## config.mk

```make
export PLATFORM = sky130hd
export DESIGN_NAME = timer64_us
export DESIGN_NICKNAME = d
export VERILOG_FILES = /design/src/rtl/timer64_pkg.sv /design/src/rtl/timer64_tick_div.sv /design/src/rtl/timer64_counter.sv /design/src/rtl/timer64_alarm.sv /design/src/rtl/timer64_us.sv
export SDC_FILE = /design/constraint.sdc
export NUM_CORES = 1
export LEC_CHECK = 0
export ABC_AREA = 1
export BUFFER_PORTS_ARGS = -buffer_cell sky130_fd_sc_hd__buf_2
export CAP_MARGIN = 10
export CORE_MARGIN = 2
export CORE_UTILIZATION = 45
export CTS_CLUSTER_DIAMETER = 40
export CTS_CLUSTER_SIZE = 20
export DETAILED_ROUTE_END_ITERATION = 8
export PLACE_DENSITY = 0.66
export SETUP_SLACK_MARGIN = 0.1
export SLEW_MARGIN = 20
export SYNTH_ARGS = -nofsm -noshare
export SYNTH_HDL_FRONTEND = slang
export SYNTH_HIERARCHICAL = 1
export SYNTH_SLANG_ARGS = --single-unit
```

## constraint.sdc

```tcl
create_clock -name clk -period 5.85 [get_ports clk]
set_clock_uncertainty 0.05 [all_clocks]
set_input_delay 0.585 -clock clk [delete_from_list [all_inputs] [get_ports clk]]
set_output_delay 0.585 -clock clk [all_outputs]
set_load 0.005 [all_outputs]
```

## src/rtl/timer64_pkg.sv

```systemverilog
// Package: register offsets and helpers shared by the timebase modules.
// Assumes an 8-bit byte-offset bus and four alarms at consecutive words.
package timer64_pkg;
    localparam int NUM_ALARMS = 4;
    localparam int ADDR_W     = 8;
    localparam int DATA_W     = 32;

    typedef logic [ADDR_W-1:0] reg_off_t;

    localparam reg_off_t OFF_LAT_HI = 8'h08;
    localparam reg_off_t OFF_LAT_LO = 8'h0C;
    localparam reg_off_t OFF_ALARM0 = 8'h10;
    localparam reg_off_t OFF_ARMED  = 8'h20;
    localparam reg_off_t OFF_RAW_HI = 8'h24;
    localparam reg_off_t OFF_RAW_LO = 8'h28;
    localparam reg_off_t OFF_PAUSE  = 8'h30;
    localparam reg_off_t OFF_IRQ    = 8'h34;

    // Offset of alarm register idx.
    function automatic reg_off_t alarm_off(input int idx);
        return reg_off_t'(int'(OFF_ALARM0) + 4 * idx);
    endfunction
endpackage

```

## src/rtl/timer64_tick_div.sv

```systemverilog
// Module: divides the system clock into a one-cycle tick every CLKS_PER_US
// cycles. Assumes CLKS_PER_US >= 1. While hold is high the phase is frozen
// and no tick is issued.
module timer64_tick_div #(
    parameter int CLKS_PER_US = 50
) (
    input  logic clk,
    input  logic rst_n,
    input  logic hold,
    output logic tick
);
    localparam int CW = (CLKS_PER_US > 1) ? $clog2(CLKS_PER_US) : 1;
    localparam logic [CW-1:0] LAST = CW'(CLKS_PER_US - 1);

    logic [CW-1:0] phase_q;

    // Tick on the last phase unless frozen.
    assign tick = !hold && (phase_q == LAST);

    // Advance the phase, wrapping at LAST, frozen while held.
    always_ff @(posedge clk) begin
        if (!rst_n) begin
            phase_q <= '0;
        end else if (!hold) begin
            if (phase_q == LAST) phase_q <= '0;
            else                 phase_q <= phase_q + 1'b1;
        end
    end
endmodule

```

## src/rtl/timer64_counter.sv

```systemverilog
// Module: 64-bit time value that increments on each tick.
// Assumes the tick lasts one cycle per microsecond. Resets to INIT_COUNT.
module timer64_counter #(
    parameter logic [63:0] INIT_COUNT = 64'd0
) (
    input  logic        clk,
    input  logic        rst_n,
    input  logic        tick,
    output logic [63:0] count
);
    // Step the count by one on each tick.
    always_ff @(posedge clk) begin
        if (!rst_n)    count <= INIT_COUNT;
        else if (tick) count <= count + 64'd1;
    end
endmodule

```

## src/rtl/timer64_alarm.sv

```systemverilog
// Module: one alarm comparator with an armed bit, a sticky interrupt flag
// and a one-cycle pulse. Assumes set_val, cancel and clr_flag are
// single-cycle strobes from the register decoder. A write that arms in the
// same cycle as a match rearms the alarm, and the match still raises the flag.
module timer64_alarm (
    input  logic        clk,
    input  logic        rst_n,
    input  logic        set_val,
    input  logic [31:0] wdata,
    input  logic        cancel,
    input  logic        clr_flag,
    input  logic [31:0] count_lo,
    output logic [31:0] value,
    output logic        armed,
    output logic        flag,
    output logic        pulse
);
    logic fire;

    // Match only while armed.
    assign fire = armed && (count_lo == value);

    // Hold the compare value written by software.
    always_ff @(posedge clk) begin
        if (!rst_n)       value <= '0;
        else if (set_val) value <= wdata;
    end

    // Arm on write; disarm on firing or on cancel.
    always_ff @(posedge clk) begin
        if (!rst_n)                armed <= 1'b0;
        else if (set_val)          armed <= 1'b1;
        else if (fire || cancel)   armed <= 1'b0;
    end

    // Sticky flag: set wins over a clear in the same cycle.
    always_ff @(posedge clk) begin
        if (!rst_n)        flag <= 1'b0;
        else if (fire)     flag <= 1'b1;
        else if (clr_flag) flag <= 1'b0;
    end

    // One-cycle strobe marking the firing.
    always_ff @(posedge clk) begin
        if (!rst_n) pulse <= 1'b0;
        else        pulse <= fire;
    end
endmodule

```

## src/rtl/timer64_us.sv

```systemverilog
// Module: memory-mapped 64-bit microsecond timebase with four low-word
// alarms. Assumes single-cycle read and write strobes that never occur
// together. Read data is registered and valid the cycle after bus_rd.
module timer64_us
    import timer64_pkg::*;
#(
    parameter int          CLKS_PER_US = 50,
    parameter logic [63:0] INIT_COUNT  = 64'd0
) (
    input  logic        clk,
    input  logic        rst_n,
    input  logic        bus_wr,
    input  logic        bus_rd,
    input  logic [7:0]  bus_addr,
    input  logic [31:0] bus_wdata,
    output logic [31:0] bus_rdata,
    output logic [3:0]  irq_level,
    output logic [3:0]  irq_pulse
);
    logic                  tick;
    logic [63:0]           count_q;
    logic                  paused_q;
    logic [31:0]           hold_hi_q;
    logic [NUM_ALARMS-1:0] armed_vec;
    logic [31:0]           alarm_val [NUM_ALARMS];
    logic [31:0]           rd_mux;

    timer64_tick_div #(.CLKS_PER_US(CLKS_PER_US)) u_div (
        .clk   (clk),
        .rst_n (rst_n),
        .hold  (paused_q),
        .tick  (tick)
    );

    timer64_counter #(.INIT_COUNT(INIT_COUNT)) u_cnt (
        .clk   (clk),
        .rst_n (rst_n),
        .tick  (tick),
        .count (count_q)
    );

    genvar gi;
    generate
        for (gi = 0; gi < NUM_ALARMS; gi++) begin : g_alarm
            timer64_alarm u_alarm (
                .clk      (clk),
                .rst_n    (rst_n),
                .set_val  (bus_wr && (bus_addr == alarm_off(gi))),
                .wdata    (bus_wdata),
                .cancel   (bus_wr && (bus_addr == OFF_ARMED) && !bus_wdata[gi]),
                .clr_flag (bus_wr && (bus_addr == OFF_IRQ) && bus_wdata[gi]),
                .count_lo (count_q[31:0]),
                .value    (alarm_val[gi]),
                .armed    (armed_vec[gi]),
                .flag     (irq_level[gi]),
                .pulse    (irq_pulse[gi])
            );
        end
    endgenerate

    // Pause control register, bit 0.
    always_ff @(posedge clk) begin
        if (!rst_n)                                paused_q <= 1'b0;
        else if (bus_wr && bus_addr == OFF_PAUSE)  paused_q <= bus_wdata[0];
    end

    // Capture the high word when the latched low word is read.
    always_ff @(posedge clk) begin
        if (!rst_n)                                hold_hi_q <= '0;
        else if (bus_rd && bus_addr == OFF_LAT_LO) hold_hi_q <= count_q[63:32];
    end

    // Select read data by offset; unmapped offsets give zero.
    always_comb begin
        rd_mux = '0;
        case (bus_addr)
            OFF_LAT_HI: rd_mux = hold_hi_q;
            OFF_LAT_LO: rd_mux = count_q[31:0];
            OFF_RAW_HI: rd_mux = count_q[63:32];
            OFF_RAW_LO: rd_mux = count_q[31:0];
            OFF_ARMED:  rd_mux = 32'(armed_vec);
            OFF_PAUSE:  rd_mux = 32'(paused_q);
            OFF_IRQ:    rd_mux = 32'(irq_level);
            default:    rd_mux = '0;
        endcase
        for (int i = 0; i < NUM_ALARMS; i++) begin
            if (bus_addr == alarm_off(i)) rd_mux = alarm_val[i];
        end
    end

    // Register read data on each read strobe.
    always_ff @(posedge clk) begin
        if (!rst_n)      bus_rdata <= '0;
        else if (bus_rd) bus_rdata <= rd_mux;
    end
endmodule

```

==> Flow_metrics.wiki <==
{| class="wikitable"
! Metric !! Value
|-
| Share of the yosys chip area belonging to registers || 36.77%
|-
| Clock latency at the later pin of the worst-skew pair || between 0.5 and 0.6 ns
|-
| Post-CTS clock slew at the launch and capture registers of the worst setup and hold paths || about 0.060 ns
|-
| Cell Chain, Critical Path || buf_2, nor2_2, nand3_4, nor3_4, buf_4, inv_2, nor2_2, buf_4, inv_2, o21ai_0, a21oi_1
|-
| CTS sink count || 275
|-
| Drc violations || 0
|-
| Mapped cell area || ~15000 um^2
|-
| CP Launch Point || bus_addr[7]
|-
| Count of routing violations after the opening detailed-route iteration || about 1.4k
|-
| WS Path Type || input pin to register
|-
| Placement row count || between 60 and 70
|-
| Number of distinct library cell variants in the gate-level netlist after synthesis || 40
|-
| Number of global-route vias before repair || 14.08k
|-
| Number of ports placed on the die boundary || between 80 and 90
|-
| Overall die area || between 30000 and 40000 um^2
|-
| Post-detailed-placement cell area || between 15000 and 20000 um^2
|-
| Status || finished clean
|-
| Crit Reg-Reg Endpoint || u_cnt/count[57]
|-
| Number of cells produced by synthesis || 2291
|-
| Power density of the placed cells || 286.7 nW/um^2
|-
| Worst R2R Start || u_div/phase_q[0]
|-
| CP endpoint || g_alarm[3].u_alarm/value[12]
|-
| Lkg Pwr || around 7.4 nW
|-
| Max Slew Vio Count || 0
|-
| Horizontal die dimension || around 190 um
|-
| Global-route wire length before repair || around 80000 um
|-
| Last weighted congestion value of the routability-driven placer || around 0.9
|-
| Synth warn || 6
|-
| Post-synthesis average cell area || between 6 and 7 um^2
|-
| # diodes || 0
|-
| Signed area change from the synthesized netlist to the final layout || 15.25%
|-
| Total global routing track utilization || 28.59%
|-
| Count of buffers inserted at the top-level ports || 83
|-
| Post-route fraction of the period consumed by the critical path || a little over half
|-
| Normalized max-slew margin || 25.89%
|-
| Antenna-violating nets left || 0
|-
| Biggest area consumer among synthesized cells || sky130_fd_sc_hd__dfxtp_1
|-
| Worst IR drop on VDD || around 230 uV
|-
| Fraction of layout instances using a drive strength above 1 || a little over a tenth
|-
| Minimum clock period || 3.049 ns
|-
| Post-synth EDFFs || 0
|-
| Initial Utilization || a little under half
|-
| Worst endpoint data arrival time || 3.42 ns
|-
| Portion of synthesized cell area occupied by the leading cell type || between 30% and 40%
|-
| Critical path launch point type || input pin
|-
| Setup Total Neg Slack || 0 ns
|-
| Number of max-cap violations || 0
|-
| Worst Setup End Kind || register
|-
| Final hold vios || 0
|-
| Post-layout instance area || around 17000 um^2
|-
| Global-route congestion overflow total || 0
|-
| Number of antenna violations at the first check in global routing || 1
|-
| Length in cells of the worst reg-to-reg path || 13
|-
| CTS Buffer Depth || 3
|-
| Routed length per instance || 18.00 um
|-
| Core Region || around 33000 um^2
|-
| Number of vias after detailed routing || between 15k and 20k
|-
| Worst hold-check slack || roughly 0.25 ns
|-
| # hold bufs at CTS || 0
|-
| Number of buffers added by the clock tree synthesis step || between 40 and 50
|-
| Net Count, Synth || about 2.3k
|-
| Worst Hold Class || input pin to register
|-
| Unrepaired setup endpoints after global routing || false
|-
| Routed wire length || between 50000 and 60000 um
|-
| Async set-or-reset flop fraction in the synthesized netlist || 0%
|-
| Commonest register cell after synthesis || sky130_fd_sc_hd__dfxtp_1
|-
| Setup Fix Bufs, Post-CTS || 0
|-
| Cell chosen for the clock root || sky130_fd_sc_hd__clkbuf_16
|-
| Maximum number of pins on one net before global-route repair || 143
|-
| Slowest CP cell || sky130_fd_sc_hd__buf_4
|-
| R2R setup slack || just under 3 ns
|-
| Maximum level of the CTS H-tree || 2
|-
| Number of cells upsized or downsized after cts || 0
|-
| Chip height || 186.4 um
|-
| Post-DP HPWL || between 30000 and 40000 um
|-
| Final setup violation count || 0
|-
| Synthesis-stage register bit count || around 280
|-
| CP max stage delay || between 0.4 and 0.5 ns
|-
| Final nets || roughly 2.4k
|-
| Clock tree from TritonCTS || yes
|-
| Max Fanout on Critical Path || 39
|-
| Pre-Repair DR Iteration Count || 6
|-
| Max Clock Freq || between 0.3 and 0.4 GHz
|-
| Actual slew at the worst max-slew pin || 1.109 ns
|-
| Routed vias/inst || approximately 5.4
|-
| Endpoint required time on the critical path || ~6.2 ns
|-
| Leading cell types by total area after synthesis || sky130_fd_sc_hd__dfxtp_1 (37%), sky130_fd_sc_hd__nand2_1 (13%), sky130_fd_sc_hd__nor2_1 (11%), sky130_fd_sc_hd__o21ai_0 (6.7%), sky130_fd_sc_hd__xnor2_1 (6.3%)
|}
routing by layer:
layer	global-route usage, %	share of wire [%]
met5	0	0
met4	10.65	3.1
met3	5.699	9.4
met2	44.04	43
met1	39.51	44
report_power, final:
| part | leakage [nW] | switching [mW] | internal [mW] |
|---|---|---|---|
| logic | 4.37 | 0.110 | 0.0375 |
| registers | 2.21 | 0.00463 | 1.88 |
| clock network | 0.785 | 1.01 | 1.90 |
critical path, delay by kind of cell:
| family | cells | cell delay, ns |
|---|---|---|
| buf+inv | 5 | 1.75 |
| compound gates | 2 | 0.35 |
| simple gates | 4 | 0.67 |
cell usage in the layout (no fill, tap or decap), types with 16 or more instances in the layout:
| cell | instances |
|---|---|
| sky130_fd_sc_hd__a21oi_1 | 174 |
| sky130_fd_sc_hd__buf_2 | 82 |
| sky130_fd_sc_hd__clkbuf_16 | 46 |
| sky130_fd_sc_hd__dfxtp_1 | 275 |
| sky130_fd_sc_hd__inv_1 | 194 |
| sky130_fd_sc_hd__nand2_1 | 506 |
| sky130_fd_sc_hd__nand3_1 | 104 |
| sky130_fd_sc_hd__nand4_1 | 40 |
| sky130_fd_sc_hd__nor2_1 | 446 |
| sky130_fd_sc_hd__nor2_2 | 23 |
| sky130_fd_sc_hd__nor2_4 | 16 |
| sky130_fd_sc_hd__o21ai_0 | 199 |
| sky130_fd_sc_hd__o21ai_1 | 31 |
| sky130_fd_sc_hd__xnor2_1 | 108 |
state kept, by name, indices dropped and copies added, names as in the netlist:
signal                 cells
g_alarm.u_alarm/flag       4
hold_hi_q                 32
g_alarm.u_alarm/value    128
u_cnt/count               64
g_alarm.u_alarm/armed      4
u_div/phase_q              6
bus_rdata                 32
paused_q                   1
g_alarm.u_alarm/pulse      4
layout make-up:
class / count / area [um^2]
Tap cell: 442 / 553.0
Multi-Input combinational cell: 1717 / 8222
Clock inverter: 28 / 430.4
Fill cell: 3194 / 15360
Timing Repair Buffer: 97 / 535.5
Sequential cell: 275 / 5505
Clock buffer: 55 / 1225
Inverter: 209 / 784.5
logic make-up (layout without fill, tap and decap cells):
kind of cell	count (synthesis)	after routing	synth area share [%]
AOI/OAI and AO/OA	415	415	14.09
xor gates and xnor gates	118	118	6.903
adders and majority gates	3	3	0.2507
buffers and inverters	299	389	8.482
DFF	275	275	36.77
and+or+nand+nor	1181	1181	33.50
synthesized netlist by cell type (all sizes together) (3+ instances only):
| library cell | count |
|---|---|
| nand2 | 520 |
| nor2 | 486 |
| dfxtp | 275 |
| o21ai | 234 |
| inv | 209 |
| a21oi | 174 |
| nand3 | 109 |
| xnor2 | 108 |
| buf | 58 |
| nand4 | 40 |
| clkbuf | 32 |
| nor3 | 11 |
| xor2 | 10 |
| nand3b | 5 |
| and2 | 3 |
| and3 | 3 |
| ha | 3 |
| o21a | 3 |
how the worst min path moves through the flow:
stage / start / to / slack [ns] / depth (start not counted)
3_5_place_dp: hold_hi_q[20] / hold_hi_q[20] / 0.39 / 2
6_report: bus_wdata[24] / g_alarm[1].u_alarm/value[24] / 0.25 / 3
2_1_floorplan: hold_hi_q[5] / hold_hi_q[5] / 0.37 / 2
3_3_place_gp: hold_hi_q[21] / hold_hi_q[21] / 0.39 / 2
5_1_grt: bus_wdata[24] / g_alarm[2].u_alarm/value[24] / 0.26 / 3
4_1_cts: bus_wdata[13] / g_alarm[1].u_alarm/value[13] / 0.24 / 3
through the flow:
| step | worst slack [ns] | power, mW | util [%] | std cells |
|---|---|---|---|---|
| 3_5_place_dp | 2.344 | 2.066 | 47.83 | 2740 |
| 6_report | 2.801 | 4.946 | 52.90 | 2823 |
| 3_3_place_gp | 2.491 | 2.064 | 47.83 | 2740 |
| 2_1_floorplan | 3.617 | 2.001 | - | 2291 |
| 4_1_cts | 2.953 | 4.971 | 52.90 | 2823 |
| 5_1_grt | 2.685 | 5.088 | 52.90 | 2823 |
Note: power is estimated with default switching activity, not from simulation.
